<file path="src/rtl/dring_pkg.sv">
package dring_pkg;

  // Register word indices
  localparam int REG_AW = 3;
  localparam logic [REG_AW-1:0] SEL_CTRL    = 3'd0;
  localparam logic [REG_AW-1:0] SEL_BASE_LO = 3'd1;
  localparam logic [REG_AW-1:0] SEL_BASE_HI = 3'd2;
  localparam logic [REG_AW-1:0] SEL_SIZE    = 3'd3;
  localparam logic [REG_AW-1:0] SEL_NEXT    = 3'd4;
  localparam logic [REG_AW-1:0] SEL_LAST    = 3'd5;

  // Control/status bit positions
  localparam int B_PAUSE = 0;
  localparam int B_ABORT = 1;
  localparam int B_WBEN  = 2;
  localparam int B_START = 3;
  localparam int B_MODE  = 5;
  localparam int B_INV   = 8;
  localparam int B_PDONE = 9;
  localparam int B_ADONE = 10;
  localparam int B_BUSY  = 30;
  localparam logic [1:0] MODE_RING = 2'd2;

  // Descriptor word 0 fields
  localparam int D_VALID = 31;
  localparam int D_IRQ   = 30;
  localparam int CNT_W   = 27;
  localparam int ENTRY_SHIFT = 4;

  typedef struct packed {
    logic [1:0] mode;
    logic       start;
    logic       wb_en;
    logic       abort;
    logic       pause;
  } ctrl_t;

  typedef enum logic [3:0] {
    ST_IDLE, ST_F0, ST_F1, ST_F2, ST_F3, ST_F4, ST_RD, ST_WR, ST_WB
  } eng_state_t;

endpackage

</file>
<file path="src/rtl/dring_ptr.sv">
module dring_ptr
  import dring_pkg::*;
#(
  parameter int AW     = 16,
  parameter int RING_W = 16
) (
  input  logic [AW-1:0]     base,
  input  logic [RING_W-1:0] ring_size,
  input  logic [AW-1:0]     cur,
  output logic [AW-1:0]     nxt
);
  localparam logic [AW-1:0] STEP = AW'(1 << ENTRY_SHIFT);

  logic [RING_W-1:0] slots_m1;
  logic [AW-1:0]     last_slot;

  // A ring size of 0 behaves as a single-entry ring
  assign slots_m1  = (ring_size == '0) ? '0 : ring_size - RING_W'(1);
  assign last_slot = base + (AW'(slots_m1) << ENTRY_SHIFT);
  assign nxt       = (cur == last_slot) ? base : cur + STEP;
endmodule

</file>
<file path="src/rtl/dring_regs.sv">
module dring_regs
  import dring_pkg::*;
#(
  parameter int AW     = 16,
  parameter int RING_W = 16
) (
  input  logic              clk,
  input  logic              rst,
  input  logic              reg_wr,
  input  logic              reg_rd,
  input  logic [REG_AW-1:0] reg_sel,
  input  logic [31:0]       reg_wdata,
  output logic [31:0]       reg_rdata,
  input  logic              busy,
  input  logic [AW-1:0]     last_desc,
  input  logic              set_inv,
  input  logic              set_pdone,
  input  logic              adv,
  input  logic [AW-1:0]     nxt_adv,
  output ctrl_t             ctrl,
  output logic              inv_flag,
  output logic [AW-1:0]     base,
  output logic [AW-1:0]     next_ptr,
  output logic [RING_W-1:0] ring_size
);
  logic        pdone, adone;
  logic [31:0] base_hi;
  logic        wr_ctrl, clr_inv, clr_pdone, clr_adone, abort_evt;
  logic [31:0] status_word;
  logic [31:0] rd_mux;

  assign wr_ctrl   = reg_wr && (reg_sel == SEL_CTRL);
  assign clr_inv   = wr_ctrl && reg_wdata[B_INV];
  assign clr_pdone = wr_ctrl && reg_wdata[B_PDONE];
  assign clr_adone = wr_ctrl && reg_wdata[B_ADONE];
  assign abort_evt = wr_ctrl && reg_wdata[B_ABORT] && !reg_wdata[B_START];

  always_ff @(posedge clk) begin
    if (rst) begin
      ctrl      <= '0;
      inv_flag  <= 1'b0;
      pdone     <= 1'b0;
      adone     <= 1'b0;
      base      <= '0;
      base_hi   <= '0;
      ring_size <= '0;
      next_ptr  <= '0;
    end else begin
      if (wr_ctrl) begin
        ctrl.pause <= reg_wdata[B_PAUSE];
        ctrl.abort <= reg_wdata[B_ABORT];
        ctrl.wb_en <= reg_wdata[B_WBEN];
        ctrl.start <= reg_wdata[B_START];
        ctrl.mode  <= reg_wdata[B_MODE+1:B_MODE];
      end
      // Sticky status: a software clear wins over a same-cycle set
      inv_flag <= (inv_flag | set_inv)   & ~clr_inv;
      pdone    <= (pdone    | set_pdone) & ~clr_pdone;
      adone    <= (adone    | abort_evt) & ~clr_adone;
      if (reg_wr && reg_sel == SEL_BASE_LO) base      <= reg_wdata[AW-1:0];
      if (reg_wr && reg_sel == SEL_BASE_HI) base_hi   <= reg_wdata;
      if (reg_wr && reg_sel == SEL_SIZE)    ring_size <= reg_wdata[RING_W-1:0];
      if (reg_wr && reg_sel == SEL_NEXT)    next_ptr  <= reg_wdata[AW-1:0];
      else if (adv)                         next_ptr  <= nxt_adv;
    end
  end

  always_comb begin
    status_word = '0;
    status_word[B_PAUSE] = ctrl.pause;
    status_word[B_ABORT] = ctrl.abort;
    status_word[B_WBEN]  = ctrl.wb_en;
    status_word[B_START] = ctrl.start;
    status_word[B_MODE+1:B_MODE] = ctrl.mode;
    status_word[B_INV]   = inv_flag;
    status_word[B_PDONE] = pdone;
    status_word[B_ADONE] = adone;
    status_word[B_BUSY]  = busy;
  end

  always_comb begin
    case (reg_sel)
      SEL_CTRL:    rd_mux = status_word;
      SEL_BASE_LO: rd_mux = 32'(base);
      SEL_BASE_HI: rd_mux = base_hi;
      SEL_SIZE:    rd_mux = 32'(ring_size);
      SEL_NEXT:    rd_mux = 32'(next_ptr);
      SEL_LAST:    rd_mux = 32'(last_desc);
      default:     rd_mux = '0;
    endcase
  end

  always_ff @(posedge clk) begin
    if (rst)         reg_rdata <= '0;
    else if (reg_rd) reg_rdata <= rd_mux;
  end
endmodule

</file>
<file path="src/rtl/dring_engine.sv">
module dring_engine
  import dring_pkg::*;
#(
  parameter int AW = 16
) (
  input  logic          clk,
  input  logic          rst,
  input  logic          run,
  input  logic          pause,
  input  logic          wb_en,
  input  logic          inv_flag,
  input  logic [AW-1:0] next_ptr,
  input  logic [31:0]   mem_rdata,
  output logic          mem_req,
  output logic          mem_we,
  output logic [AW-1:0] mem_addr,
  output logic [31:0]   mem_wdata,
  output logic          busy,
  output logic [AW-1:0] last_desc,
  output logic          set_inv,
  output logic          set_pdone,
  output logic          adv,
  output logic          done_irq
);
  localparam logic [AW-1:0]    WORD_STEP = AW'(4);
  localparam logic [CNT_W-1:0] CNT_STEP  = CNT_W'(4);

  eng_state_t       state;
  logic [AW-1:0]    desc_addr, src, dst;
  logic [31:0]      w0lo;
  logic [CNT_W-1:0] remain;

  always_ff @(posedge clk) begin
    if (rst) begin
      state     <= ST_IDLE;
      desc_addr <= '0;
      last_desc <= '0;
      w0lo      <= '0;
      src       <= '0;
      dst       <= '0;
      remain    <= '0;
      done_irq  <= 1'b0;
    end else begin
      done_irq <= 1'b0;
      if (state != ST_IDLE && !run) begin
        state <= ST_IDLE;
      end else begin
        case (state)
          ST_IDLE: if (run && !pause && !inv_flag) begin
            state     <= ST_F0;
            desc_addr <= next_ptr;
            last_desc <= next_ptr;
          end
          ST_F0: state <= ST_F1;
          ST_F1: begin w0lo <= mem_rdata; state <= ST_F2; end
          ST_F2: state <= ST_F3;
          ST_F3: begin dst <= mem_rdata[AW-1:0]; state <= ST_F4; end
          ST_F4: begin
            src    <= mem_rdata[AW-1:0];
            remain <= w0lo[CNT_W-1:0];
            if (!w0lo[D_VALID])               state <= ST_IDLE;
            else if (w0lo[CNT_W-1:0] == '0)   state <= ST_WB;
            else                              state <= ST_RD;
          end
          ST_RD: state <= ST_WR;
          ST_WR: begin
            src <= src + WORD_STEP;
            dst <= dst + WORD_STEP;
            if (remain <= CNT_STEP) begin
              remain <= '0;
              state  <= ST_WB;
            end else begin
              remain <= remain - CNT_STEP;
              state  <= ST_RD;
            end
          end
          ST_WB: begin
            state    <= ST_IDLE;
            done_irq <= w0lo[D_IRQ];
          end
          default: state <= ST_IDLE;
        endcase
      end
    end
  end

  assign busy      = (state != ST_IDLE);
  assign set_inv   = run && (state == ST_F4) && !w0lo[D_VALID];
  assign set_pdone = run && pause && (state == ST_IDLE);
  assign adv       = run && (state == ST_WB);

  always_comb begin
    mem_req   = 1'b0;
    mem_we    = 1'b0;
    mem_addr  = desc_addr;
    mem_wdata = mem_rdata;
    case (state)
      ST_F0: mem_req = run;
      ST_F1: begin mem_req = run; mem_addr = desc_addr + AW'(4);  end
      ST_F2: begin mem_req = run; mem_addr = desc_addr + AW'(8);  end
      ST_F3: begin mem_req = run; mem_addr = desc_addr + AW'(12); end
      ST_RD: begin mem_req = run; mem_addr = src; end
      ST_WR: begin mem_req = run; mem_we = run; mem_addr = dst; end
      ST_WB: begin
        mem_req   = run && wb_en;
        mem_we    = run && wb_en;
        mem_wdata = w0lo & ~(32'd1 << D_VALID);
      end
      default: ;
    endcase
  end
endmodule

</file>
<file path="src/rtl/dring_dma.sv">
module dring_dma
  import dring_pkg::*;
#(
  parameter int AW     = 16,
  parameter int RING_W = 16
) (
  input  logic              clk,
  input  logic              rst,
  input  logic              reg_wr,
  input  logic              reg_rd,
  input  logic [REG_AW-1:0] reg_sel,
  input  logic [31:0]       reg_wdata,
  output logic [31:0]       reg_rdata,
  output logic              mem_req,
  output logic              mem_we,
  output logic [AW-1:0]     mem_addr,
  output logic [31:0]       mem_wdata,
  input  logic [31:0]       mem_rdata,
  output logic              done_irq
);
  ctrl_t             ctrl;
  logic              run, busy, inv_flag, set_inv, set_pdone, adv;
  logic [AW-1:0]     base, next_ptr, last_desc, nxt_adv;
  logic [RING_W-1:0] ring_size;

  assign run = ctrl.start && !ctrl.abort && (ctrl.mode == MODE_RING);

  dring_regs #(.AW(AW), .RING_W(RING_W)) u_regs (
    .clk(clk), .rst(rst), .reg_wr(reg_wr), .reg_rd(reg_rd), .reg_sel(reg_sel),
    .reg_wdata(reg_wdata), .reg_rdata(reg_rdata), .busy(busy),
    .last_desc(last_desc), .set_inv(set_inv), .set_pdone(set_pdone),
    .adv(adv), .nxt_adv(nxt_adv), .ctrl(ctrl), .inv_flag(inv_flag),
    .base(base), .next_ptr(next_ptr), .ring_size(ring_size)
  );

  dring_ptr #(.AW(AW), .RING_W(RING_W)) u_ptr (
    .base(base), .ring_size(ring_size), .cur(next_ptr), .nxt(nxt_adv)
  );

  dring_engine #(.AW(AW)) u_eng (
    .clk(clk), .rst(rst), .run(run), .pause(ctrl.pause), .wb_en(ctrl.wb_en),
    .inv_flag(inv_flag), .next_ptr(next_ptr), .mem_rdata(mem_rdata),
    .mem_req(mem_req), .mem_we(mem_we), .mem_addr(mem_addr),
    .mem_wdata(mem_wdata), .busy(busy), .last_desc(last_desc),
    .set_inv(set_inv), .set_pdone(set_pdone), .adv(adv), .done_irq(done_irq)
  );
endmodule

</file>
<file path="config.mk">
export PLATFORM = sky130hd
export DESIGN_NAME = dring_dma
export DESIGN_NICKNAME = d
export VERILOG_FILES = /design/src/rtl/dring_pkg.sv /design/src/rtl/dring_ptr.sv /design/src/rtl/dring_regs.sv /design/src/rtl/dring_engine.sv /design/src/rtl/dring_dma.sv
export SDC_FILE = /design/constraint.sdc
export NUM_CORES = 1
export LEC_CHECK = 0
export BUFFER_PORTS_ARGS = -buffer_cell sky130_fd_sc_hd__buf_2
export CAP_MARGIN = 10
export CORE_MARGIN = 2
export CORE_UTILIZATION = 50
export DETAILED_ROUTE_END_ITERATION = 8
export HOLD_SLACK_MARGIN = 0.03
export PLACE_DENSITY = 0.72
export SKIP_LAST_GASP = 1
export SLEW_MARGIN = 20
export SYNTH_ARGS = -nofsm -noshare
export SYNTH_HDL_FRONTEND = slang
export SYNTH_SLANG_ARGS = --single-unit
</file>
<file path="constraint.sdc">
create_clock -name clk -period 8.3 [get_ports clk]
set_input_delay 1.245 -clock clk [delete_from_list [all_inputs] [get_ports clk]]
set_output_delay 1.245 -clock clk [all_outputs]
set_load 0.02 [all_outputs]
</file>
Word-level counts from Yosys, hierarchy flattened
Cells that the tools add are included.
Operators by class
  $add $sub $neg: 9
  order comparisons: 1
  equality and inequality tests: 16
  multiplexer cells: 18
  bitwise logic cells: 11
  reductions and logical operators: 42
Operators by type and width (number)
  $pmux W32 S6: 1
  $pmux W16 S5: 1
  $pmux W16 S2: 2
  $pmux W27 S2: 1
  $add A16 B3 Y16 const B: 3
  $mux W16: 3
  $add A16 B4 Y16 const B: 2
  $mux W32: 1
  $pmux W4 S8: 1
  $le A27 B3 Y1 const B: 1
  $logic_not A27 Y1: 1
  $mux W27: 1
  $sub A27 B3 Y27 const B: 1
  $logic_and A1 B1 Y1: 21
  $add A16 B16 Y16: 1
  $add A16 B5 Y16 const B: 1
  $eq A16 B16 Y1: 1
  $eq A4 B3 Y1 const B: 4
  $logic_not A16 Y1: 1
  $mux W4: 4
  $mux W12: 1
  $sub A12 B1 Y12 const B: 1
  $eq A4 B2 Y1 const B: 2
  $eq A3 B2 Y1 const B: 2
  20 further kinds: 39
Storage, ports and cells
  register bits after elaboration: 233
  bits of input ports: 71
  output and inout port bits: 83
  word-level logic and storage cells: 117

Logic depth before layout (Yosys ltp)
Gate-level depths: netlist of the first run.
  word-level depth: 7
  gate-level depth with buffers: 17

By module
Synthesis of the first run repeated with hierarchy kept, for this count alone.
Unflattened totals
  cell total of the unflattened synthesis: 1745
  area, all modules: 13555.5 um2
Modules (own cells, without submodules)
  dring_engine: instances 1, cells an instance 949, area an instance 7040.5 um2, sequential area each 2242.2 um2
  dring_regs: instances 1, cells an instance 626, area an instance 5208.7 um2, sequential area each 2422.3 um2
  dring_ptr: instances 1, cells an instance 169, area an instance 1293.7 um2, sequential area each 0.0 um2
  dring_dma: instances 1, cells an instance 1, area an instance 12.5 um2, sequential area each 0.0 um2

Worst setup path after synthesis of the first run
OpenSTA, ideal clock, no wires.
  path type: register to register
  from: reg u_regs.ring_size[0]
  to: reg u_regs.next_ptr[12]
  library setup time: 0.103 ns
  data arrival time: 4.392 ns
  setup slack: 3.805 ns
  cell stages (with the launch flop): 18
  path buffers: 1
  clock period less this slack: 4.495 ns
  path through: dfxtp_1 -> inv_1 -> ha_1 -> nor3b_2 -> nand2_1 -> nor4_1 -> nor2_1 -> ha_1 -> fa_1 -> a21oi_1 -> o22ai_1 -> o41ai_1 -> xnor2_1 -> and4b_1 -> buf_1 -> nand2_8 -> mux2i_1 -> a2111oi_2
Between the ends
  word-level cells in the longest chain between the ends: 7
  elaborated cells between the ends (all ways): 8
  those cells by class: 2 x add/sub; 1 x eq/ne; 4 x mux; 1 x reduce/logical
RTL lines
  start: declaration: line dring_regs.sv:24  | output logic [RING_W-1:0] ring_size
  start signal: assignment: line dring_regs.sv:62  | if (reg_wr && reg_sel == SEL_SIZE) ring_size <= reg_wdata[RING_W-1:0];
  $sub A12 B1 Y12 or $logic_not A16 Y1 (tied branches): line dring_ptr.sv:18  | assign slots_m1 = (ring_size == '0) ? '0 : ring_size - RING_W'(1);
  $mux W12 (*): line dring_ptr.sv:18
  $add A16 B16 Y16 (*): line dring_ptr.sv:19  | assign last_slot = base + (AW'(slots_m1) << ENTRY_SHIFT);
  $eq A16 B16 Y1 (*): line dring_ptr.sv:20  | assign nxt = (cur == last_slot) ? base : cur + STEP;
  $mux W16 (*): line dring_ptr.sv:20
  $mux W16 (*): line dring_regs.sv:64  | else if (adv) next_ptr <= nxt_adv;
  $mux W16 (*): line dring_regs.sv:63  | if (reg_wr && reg_sel == SEL_NEXT) next_ptr <= reg_wdata[AW-1:0];
  end signal: assignment: line dring_regs.sv:63
  end signal: assignment: line dring_regs.sv:64
  end: declaration: line dring_regs.sv:23  | output logic [AW-1:0] next_ptr,
Mark *: on every way between the ends. The rest lies on a longest branch, timed or not. The select of a mux whose other input is x is not followed.
A chain may end at the register's enable or synchronous reset.

Worst setup path in the final report of the first run
  from: reg u_eng.state[2]
  to: out mem_addr[8]
Between the ends
  word-level cells in the longest chain between the ends: 2
  elaborated cells between the ends (all ways): 6
  those cells by class: 5 x eq/ne; 1 x mux
RTL lines
  start: declaration: line dring_engine.sv:28  | eng_state_t state;
  start signal: assignment: line dring_engine.sv:35  | state <= ST_IDLE;
  start signal: assignment: line dring_engine.sv:46  | state <= ST_IDLE;
  start signal: assignment: line dring_engine.sv:50  | state <= ST_F0;
  $eq A4 B3 Y1 or $eq A4 B2 Y1 (tied branches): line dring_engine.sv:97  | case (state)
  $pmux W16 S5 (*): line dring_engine.sv:97
  end: declaration: line dring_dma.sv:16  | output logic [AW-1:0] mem_addr,
Mark *: on every way between the ends. The rest lies on a longest branch, timed or not.

==> results.md, run 1 <==
* Status: completed
* Hold Crit Start: u_regs.base_hi[25]$_SDFFE_PP0P_
* Final #Nets at 1939
* Path type of the worst min-delay path: reg -> reg
* Initial DRC count at 1532
* Post-synth EDFFs at 0
* Maximum capacitance violations at 0
* Setup crit end kind: output port
* Total wire length at 43.8 mm
* Port bufs at 153
* Clock slew at reported path FFs at 0.06 ns
* Top Family by Delay on Critical Path: simple AND/OR/NAND/NOR gates
* Static leakage at 5.43 nW
* Setup Buffers After CTS at 0
* Vias in the first global route at 12500
* Footprint of the multi-input gates at 7980 sq um
* HPWL after detailed placement at slightly above 30 mm
* Vias/cell at a little over 6
* RR Startpoint: u_regs.ring_size[0]$_SDFFE_PP0P_
* Synth Flop Type: dfxtp_1
* Tot GR Track Use at 30.2%
* Stages on worst setup path at 11
* Final setup vio count at 0
* Top-area cell type share of the netlist area at 35.3%
* Synth Warn # at 0
* Sequential area share after synthesis at 35.3%
* Placed Cells at 2154
* DIE HEIGHT at 167 microns
* Fillers at 2427
* Sequence of cells on the critical path: nor2b_1 -> nand2_1 -> fa_1 -> nor2_1 -> nand3_1 -> xor2_1 -> o221ai_1 -> a31oi_1 -> nor2_1 -> o22a_1 -> buf_2
* Global-route wire length before repair at 68.9 mm
* Fin cells at 2202
* Clock sink total at between 200 and 250
* Syn Nets at 1878
* GR Layer Usage met1 at between 40% and 50%
* Hold path depth at 2
* Post-synthesis cell type count at 77
* Relative slew slack at 26.3%
* Rows at 59
* Area delta synth->final at 13.2%
* Initial antenna violation count at 0
* Longest Clk Path Bufs at 3
* GR peak layer: met2
* Post-Syn Area per Cell at 7.41 sq um
* Share of layout cells above drive strength 1 at 14.8%
* WP data required at roughly 7.1 ns
* Crit. Startpoint: u_eng.state[2]$_SDFFE_PP0P_
* Antenna-violating nets left at 0
* 1st-pass router iterations at 6
* Final min period at 4.65 ns
* Flops & latches, synth at 233
* Leading area contributor after synthesis: dfxtp_1
* Worst hold path endpoint: u_regs.base_hi[25]$_SDFFE_PP0P_
* Power Dens Cells at roughly 180 nW/um^2
* Max Fclk at 0.215 GHz
* Cells after Synth at 1786
* Synth Cell Area at 13200 sq um
* Commonest cells after routing, fill and taps aside: 348 x nand2_1, 252 x a21oi_1, 233 x dfxtp_1, 152 x buf_2, 137 x nor2_1
* Cell mode on critical path: nor2_1
* Worst-Skew Late Latency at between 0.5 and 0.6 ns
* Post-CTS Resized at 0
* Root Driver: clkbuf_16
* Crit Path Category: reg -> out
* Area of the die at 27800 sq um
* CP bufs+invs at 1
* Final Max Tran Viols at 0
* GRT overflow at 0
* Vias at 13700
* Core area at about 26000 sq um
* Sequential cell area at 4660 sq um
* Hold buffers post-CTS at 0
* Die X at 167 microns
* Met3 usage at 3.75%
* Worst Reg-to-Reg Cells at 17
* Met2 Usage GRT at about half
* Post-synth ARST share at 0%
* Tcrit/Tclk final at 56.0%
* Critical Path AT at around 3.4 ns
* Crit path max-delay cell type: dfxtp_1
* Crit path launch type: flip-flop
* DRC viols at 0
* Actual slew at the worst max-slew pin at 1.11 ns
* Clk_skew at 0.0146 ns
* Fin Hold WS at 0.454 ns
* Largest cells by area after synthesis: dfxtp_1 35%, nand2_1 9.9%, a21oi_1 9.5%
* Initial Util at 50.9%
* Final RePlAce weighted congestion at 0.930
* I/O Pins at 154
* VDD IR max at 0.000232 V
* Max H-tree Level at 1
* Slowest stage delay, CP at 0.52 ns
* Drt wl/cell at roughly 20 microns
* Reg-to-Reg End: u_regs.next_ptr[6]$_SDFFE_PP0P_
* Maximum fanout along the worst path at 9
* Setup repair after global routing missed its margin: no
* CTS tree: built
* Hold Vio Cnt, Final at 0
* Flop2flop setup slack at 3.71 ns
* Largest net degree at the start of global routing at 122
* TritonCTS Buffers at 26
* Commonest non-fill, non-tap cell in the layout: nand2_1
* TNS Setup at 0 ns
==> routing by layer <==
| layer | vias up | part of all wire, % |
|---|---|---|
| met2 | 624 | 46 |
| met1 | 6512 | 43 |
| met3 | 105 | 7.7 |
| met4 | 0 | 3.9 |
| met5 | - | 0 |
| li1 | 6482 | - |
==> layout make-up <==
| cell class | instances | share of cell area (%) |
|---|---|---|
| antenna | 1 | 0.0167 |
| sequential | 233 | 31.1 |
| clock buffer | 36 | 5.00 |
| inverter | 25 | 0.626 |
| multi-input combinational | 1392 | 53.3 |
| clock inverter | 11 | 1.08 |
| timing repair buffer | 169 | 6.09 |
| tap | 335 | 2.80 |
==> tightest hold or removal path: stages (launching register included) <==
cell and delay (ns):
dfxtp_1 0.31, nand2_1 0.05, a21oi_1 0.05
==> cells by family after synthesis <==
family | after synthesis | synth area share, %
compound gates | 519 | 23.6
xor+xnor | 44 | 2.91
fa+ha+maj | 21 | 2.10
buf+inv | 161 | 4.67
flops | 233 | 35.3
mux | 78 | 6.29
simple gates | 730 | 25.2
==> registers in the layout, indices dropped and copies added (netlist names) <==
| signal | count |
|---|---|
| u_eng.w0lo | 32 |
| u_regs.ring_size | 16 |
| u_eng.done_irq | 1 |
| u_eng.dst | 16 |
| u_regs.inv_flag | 1 |
| u_regs.base | 16 |
| u_regs.base_hi | 32 |
| u_eng.remain | 27 |
| u_regs.ctrl | 6 |
| u_regs.next_ptr | 16 |
| u_regs.reg_rdata | 32 |
| u_regs.pdone | 1 |
| u_eng.last_desc | 16 |
| u_regs.adone | 1 |
| u_eng.src | 16 |
| u_eng.state | 4 |
==> where the power goes <==
group          total [mW]  leakage, nW  switching [mW]  internal, mW
combinational       0.260         3.11           0.170        0.0901
clock                1.23        0.448           0.474         0.753
sequential           1.14         1.88          0.0123          1.13
==> how the worst max path moves through the flow <==
stage,end,slack [ns]
detailed placement,u_regs.next_ptr[12]$_SDFFE_PP0P_,3.79
CTS,mem_addr[9],3.66
finish,mem_addr[8],3.65
floorplan,u_regs.next_ptr[12]$_SDFFE_PP0P_,3.80
global placement,u_regs.next_ptr[12]$_SDFFE_PP0P_,3.96
global route,u_regs.next_ptr[6]$_SDFFE_PP0P_,3.39
==> cells in the mapped netlist (all sizes together), types with 3 or more instances <==
cell type / instances
a31oi: 19
or4: 5
buf: 16
nor4: 20
nor3: 49
a32oi: 3
a221oi: 10
nand3: 40
a211o: 5
nand2b: 9
a2111oi: 3
and3: 23
xor2: 20
a22oi: 19
o21ai: 93
o211ai: 8
o31ai: 11
mux2: 41
ha: 19
o21a: 3
a21o: 4
or3: 12
mux2i: 37
o221ai: 14
nand2: 349
a311oi: 5
a211oi: 16
inv: 25
a22o: 4
nor3b: 8
and2: 12
o41ai: 4
dfxtp: 233
nand4b: 3
nand4: 11
nor2b: 35
xnor2: 24
clkbuf: 120
o22a: 3
a21oi: 254
o22ai: 15
or2: 5
nor2: 140
a32o: 7
==> through the flow <==
stage	setup slack, ns	utilization [%]	power (mW)	area [sq um]
2_1_floorplan	3.80	-	1.33	13200
5_1_grt	3.39	57.6	2.70	15000
4_1_cts	3.66	57.6	2.63	15000
6_report	3.65	57.7	2.63	15000
3_3_place_gp	3.96	54.0	1.42	14000
3_5_place_dp	3.79	54.1	1.42	14100
No activity file was read; power rests on OpenSTA's default activity.
==> run 2, diff against run 1 <==
--- a/config.mk
+++ b/config.mk
@@ -5,6 +5,7 @@
 export SDC_FILE = /design/constraint.sdc
 export NUM_CORES = 1
 export LEC_CHECK = 0
+export ABC_AREA = 1
 export BUFFER_PORTS_ARGS = -buffer_cell sky130_fd_sc_hd__buf_2
 export CAP_MARGIN = 10
 export CORE_MARGIN = 2
==> constraint.sdc (replaced) <==
create_clock -name clk -period 4.36 [get_ports clk]
set_input_delay 0.654 -clock clk [delete_from_list [all_inputs] [get_ports clk]]
set_output_delay 0.654 -clock clk [all_outputs]
set_load 0.02 [all_outputs]
==> results.md, run 2 <==
* VDD IR max at 0.000279 V (+20%)
* Drt wl/cell at 18.0 microns (-9.8%)
* Placed Cells at 2367 (+9.9%)
* Actual slew at the worst max-slew pin at 0.948 ns (-0.157 ns)
* Setup Buffers After CTS at 0 (unchanged)
* Clk_skew at 0.0130 ns (-0.00158 ns)
* Area of the die at 27600 sq um (-0.58%)
* Final RePlAce weighted congestion at 0.997 (+7.1%)
* Setup crit end kind: flip-flop
* Synth Warn # at 0 (unchanged)
* Antenna-violating nets left at 0 (unchanged)
* WP data required at 4.74 ns (-2.31 ns)
* Pwr Total at 5.21 mW (+98%)
* Post-synth ARST share at 0% (unchanged)
* Relative slew slack at 36.8% (+10 points)
* Maximum fanout along the worst path at 10 (+1)
* Critical Path AT at 4.29 ns (+0.89 ns)
* Tot GR Track Use at 30.2% (+0.033 points)
* Syn Nets at 2048 (+9.1%)
* Clock sink total at 233 (unchanged)
* Post-CTS Resized at 0 (unchanged)
* Tcrit/Tclk final at 89.7%
* Setup repair after global routing missed its margin: no
* Vias in the first global route at 12800 (+2.6%)
* Sw Ratio at 27.3% (+2.3 points)
* Commonest cells after routing, fill and taps aside: 324 x nand2_1, 239 x o21ai_0, 233 x dfxtp_1, 218 x inv_1, 212 x a21oi_1
* Fin Hold WS at 0.338 ns (-0.116 ns)
* Clock slew at reported path FFs at 0.06 ns (about the same)
* Static leakage at 6.43 nW (+18%)
* Seq pwr share at 42.2% (-1.2 points)
* Total wire length at 43.4 mm (-1.0%)
* Die X at 166 microns (-0.29%)
* Synth Flop Type: dfxtp_1
* Commonest non-fill, non-tap cell in the layout: nand2_1
* Core area at 25900 sq um (-0.28%)
* Initial antenna violation count at 1 (+1)
* Antenna Cells at 0 (-1)
* Rows at 59 (unchanged)
* Final setup vio count at 0 (unchanged)
* I/O Pins at 154 (unchanged)
* Fin cells at 2415 (+9.7%)
* TritonCTS Buffers at 26 (unchanged)
* Hold Vio Cnt, Final at 0 (unchanged)
* Port bufs at 153 (unchanged)
* Largest cells by area after synthesis: dfxtp_1 35%, nand2_1 9.2%, o21ai_0 9.1%
* Post-synth EDFFs at 0 (unchanged)
* Global-route wire length before repair at 68.4 mm (-0.72%)
* Final #Nets at 2152 (+11%)
* Initial Util at 50.8% (-0.16 points)
* Path type of the worst min-delay path: in -> reg
* Leading area contributor after synthesis: dfxtp_1
* Initial DRC count at 1273 (-17%)
* Power Dens Cells at 346 nW/um^2 (+97%)
* Final Max Tran Viols at 0 (unchanged)
* Sequential area share after synthesis at 35.5% (+0.21 points)
* Crit Path Category: reg -> reg
* DRC viols at 0 (unchanged)
* Max H-tree Level at 1 (unchanged)
* Cells after Synth at 1956 (+9.5%)
* Share of layout cells above drive strength 1 at 13.4% (-1.4 points)
* Hold buffers post-CTS at 0 (unchanged)
* Longest Clk Path Bufs at 3 (unchanged)
* Final Util at 58.0% (+0.33 points)
* Synth top cells by count: 324 x nand2_1, 239 x o21ai_0, 233 x dfxtp_1
* Post-synthesis cell type count at 48 (-38%)
* Final min period at 3.91 ns
* Largest net degree at the start of global routing at 84 (-31%)
* DIE HEIGHT at 166 microns (-0.29%)
* Max Fclk at 0.256 GHz
* CTS tree: built
* Crit path max-delay cell type: fa_1
* Root Driver: clkbuf_16
* Crit path launch type: flip-flop
* Synth Cell Area at 13200 sq um (-0.60%)
* Sw power at 1.42 mW (+120%)
* Logic gate share of total power at 12.7% (+2.8 points)
* Sequence of cells on the critical path: inv_2 -> ha_1 -> nand3_2 -> nor2_1 -> nand2_1 -> clkinv_1 -> nor2_1 -> ha_1 -> fa_1 -> nand2_1 -> nand2_1 -> nor2_1 -> nand2_1 -> nor2_1 -> nand3_1 -> nor2_1 -> nand4_1 -> nor2_2 -> buf_4 -> nand2_1 -> nand3_1 -> a21oi_1
* Maximum capacitance violations at 0 (unchanged)
* Post-Syn Area per Cell at 6.72 sq um (-9.2%)
* GRT overflow at 0 (unchanged)
* Clock power share at 45.1% (-1.6 points)
* Area delta synth->final at 14.2%
* 1st-pass router iterations at 5 (-1)
* HPWL after detailed placement at 31.5 mm (+3.9%)
* Most numerous cell in the Yosys netlist: nand2_1
* Flops & latches, synth at 233 (unchanged)
* Top-area cell type share of the netlist area at 35.5% (+0.21 points)
* Status: completed
* Slowest stage delay, CP at 0.48 ns (-0.04 ns)
* Worst-Skew Late Latency at 0.55 ns (+0.02 ns)
* Vias at 13900 (+1.1%)
* Largest registers: u_eng.w0lo: 32 flops, u_regs.base_hi: 32 flops, u_regs.reg_rdata: 32 flops
* TNS Setup at 0 ns (unchanged)
* Pint at 3.78 mW (+92%)
* Vias/cell at 5.75 (-7.8%)
-- run 2: cell count changes in the layout (fill, tap and decap cells not counted), moves of 16 or more --
cell,previous run,this run
inv_1,25,218
nor3_1,48,27
nand3_1,40,84
mux2_2,41,0
a21oi_1,252,212
nor2_1,137,200
and3_1,23,0
o22ai_1,15,39
o21ai_0,90,239
nor2b_1,35,0
nand2_1,348,324
inv_2,0,20
xor2_1,20,36
mux2i_1,37,0
-- run 2: area by class of cell --
| class | count | area (sq um) |
|---|---|---|
| fill | 2509 | 10900 |
| multi-input combinational | 1390 | 7230 |
| sequential | 233 | 4660 |
| inverter | 241 | 906 |
| timing repair buffer | 168 | 891 |
| clock buffer | 35 | 766 |
| tap | 335 | 419 |
| clock inverter | 13 | 153 |
-- run 2: worst max-delay path, delay by kind of cell, from the launching register on --
kind	cells	cell delay (ns)
DFF	1	0.34
adders and majority gates	3	1.03
AOI/OAI and AO/OA	1	0.07
and+or+nand+nor	15	1.76
buffers and inverters	3	0.54
-- run 2: final timing paths --
check	start	to	slack, ns	cells past startpoint
worst max-delay path	u_regs.ring_size[0]$_SDFFE_PP0P_	u_regs.next_ptr[11]$_SDFFE_PP0P_	0.45	22
worst min register to register	u_regs.base_hi[23]$_SDFFE_PP0P_	u_regs.reg_rdata[23]$_SDFFE_PP0P_	0.46	2
worst max register to register	u_regs.ring_size[0]$_SDFFE_PP0P_	u_regs.next_ptr[11]$_SDFFE_PP0P_	0.45	22
worst min-delay path	reg_wdata[17]	u_regs.base_hi[17]$_SDFFE_PP0P_	0.34	3
-- run 2: logic make-up (layout without fill, tap and decap cells) --
group | count (synthesis) | in the layout | share of synthesized area [%]
simple gates | 715 | 715 | 24.0
buf+inv | 333 | 457 | 9.67
fa+ha+maj | 21 | 21 | 2.11
compound gates | 603 | 603 | 25.4
flops | 233 | 233 | 35.5
xor+xnor | 51 | 51 | 3.40
-- run 2: per-stage QoR --
| stage | instance area (sq um) | setup slack, ns |
|---|---|---|
| 4_1_cts | 15000 | 0.478 |
| 5_1_grt | 15000 | 0.104 |
| 2_1_floorplan | 13200 | 1.24 |
| 3_5_place_dp | 14100 | 0.493 |
| 3_3_place_gp | 14100 | 0.572 |
| 6_report | 15000 | 0.450 |
-- run 2: layer usage --
metal  part of all wire (%)  track usage [%]
met5                  0.030                0
met4                    4.4             12.7
met3                    6.4             3.93
met2                     46             50.0
met1                     43             39.8
-- run 2: power by group through the flow --
stage / clock, mW / sequential, mW / combinational (mW)
floorplan: 0 / 2.24 / 0.435
global placement: 0 / 2.24 / 0.650
detailed placement: 0 / 2.24 / 0.651
CTS: 2.37 / 2.19 / 0.655
global route: 2.45 / 2.20 / 0.724
finish: 2.35 / 2.19 / 0.662
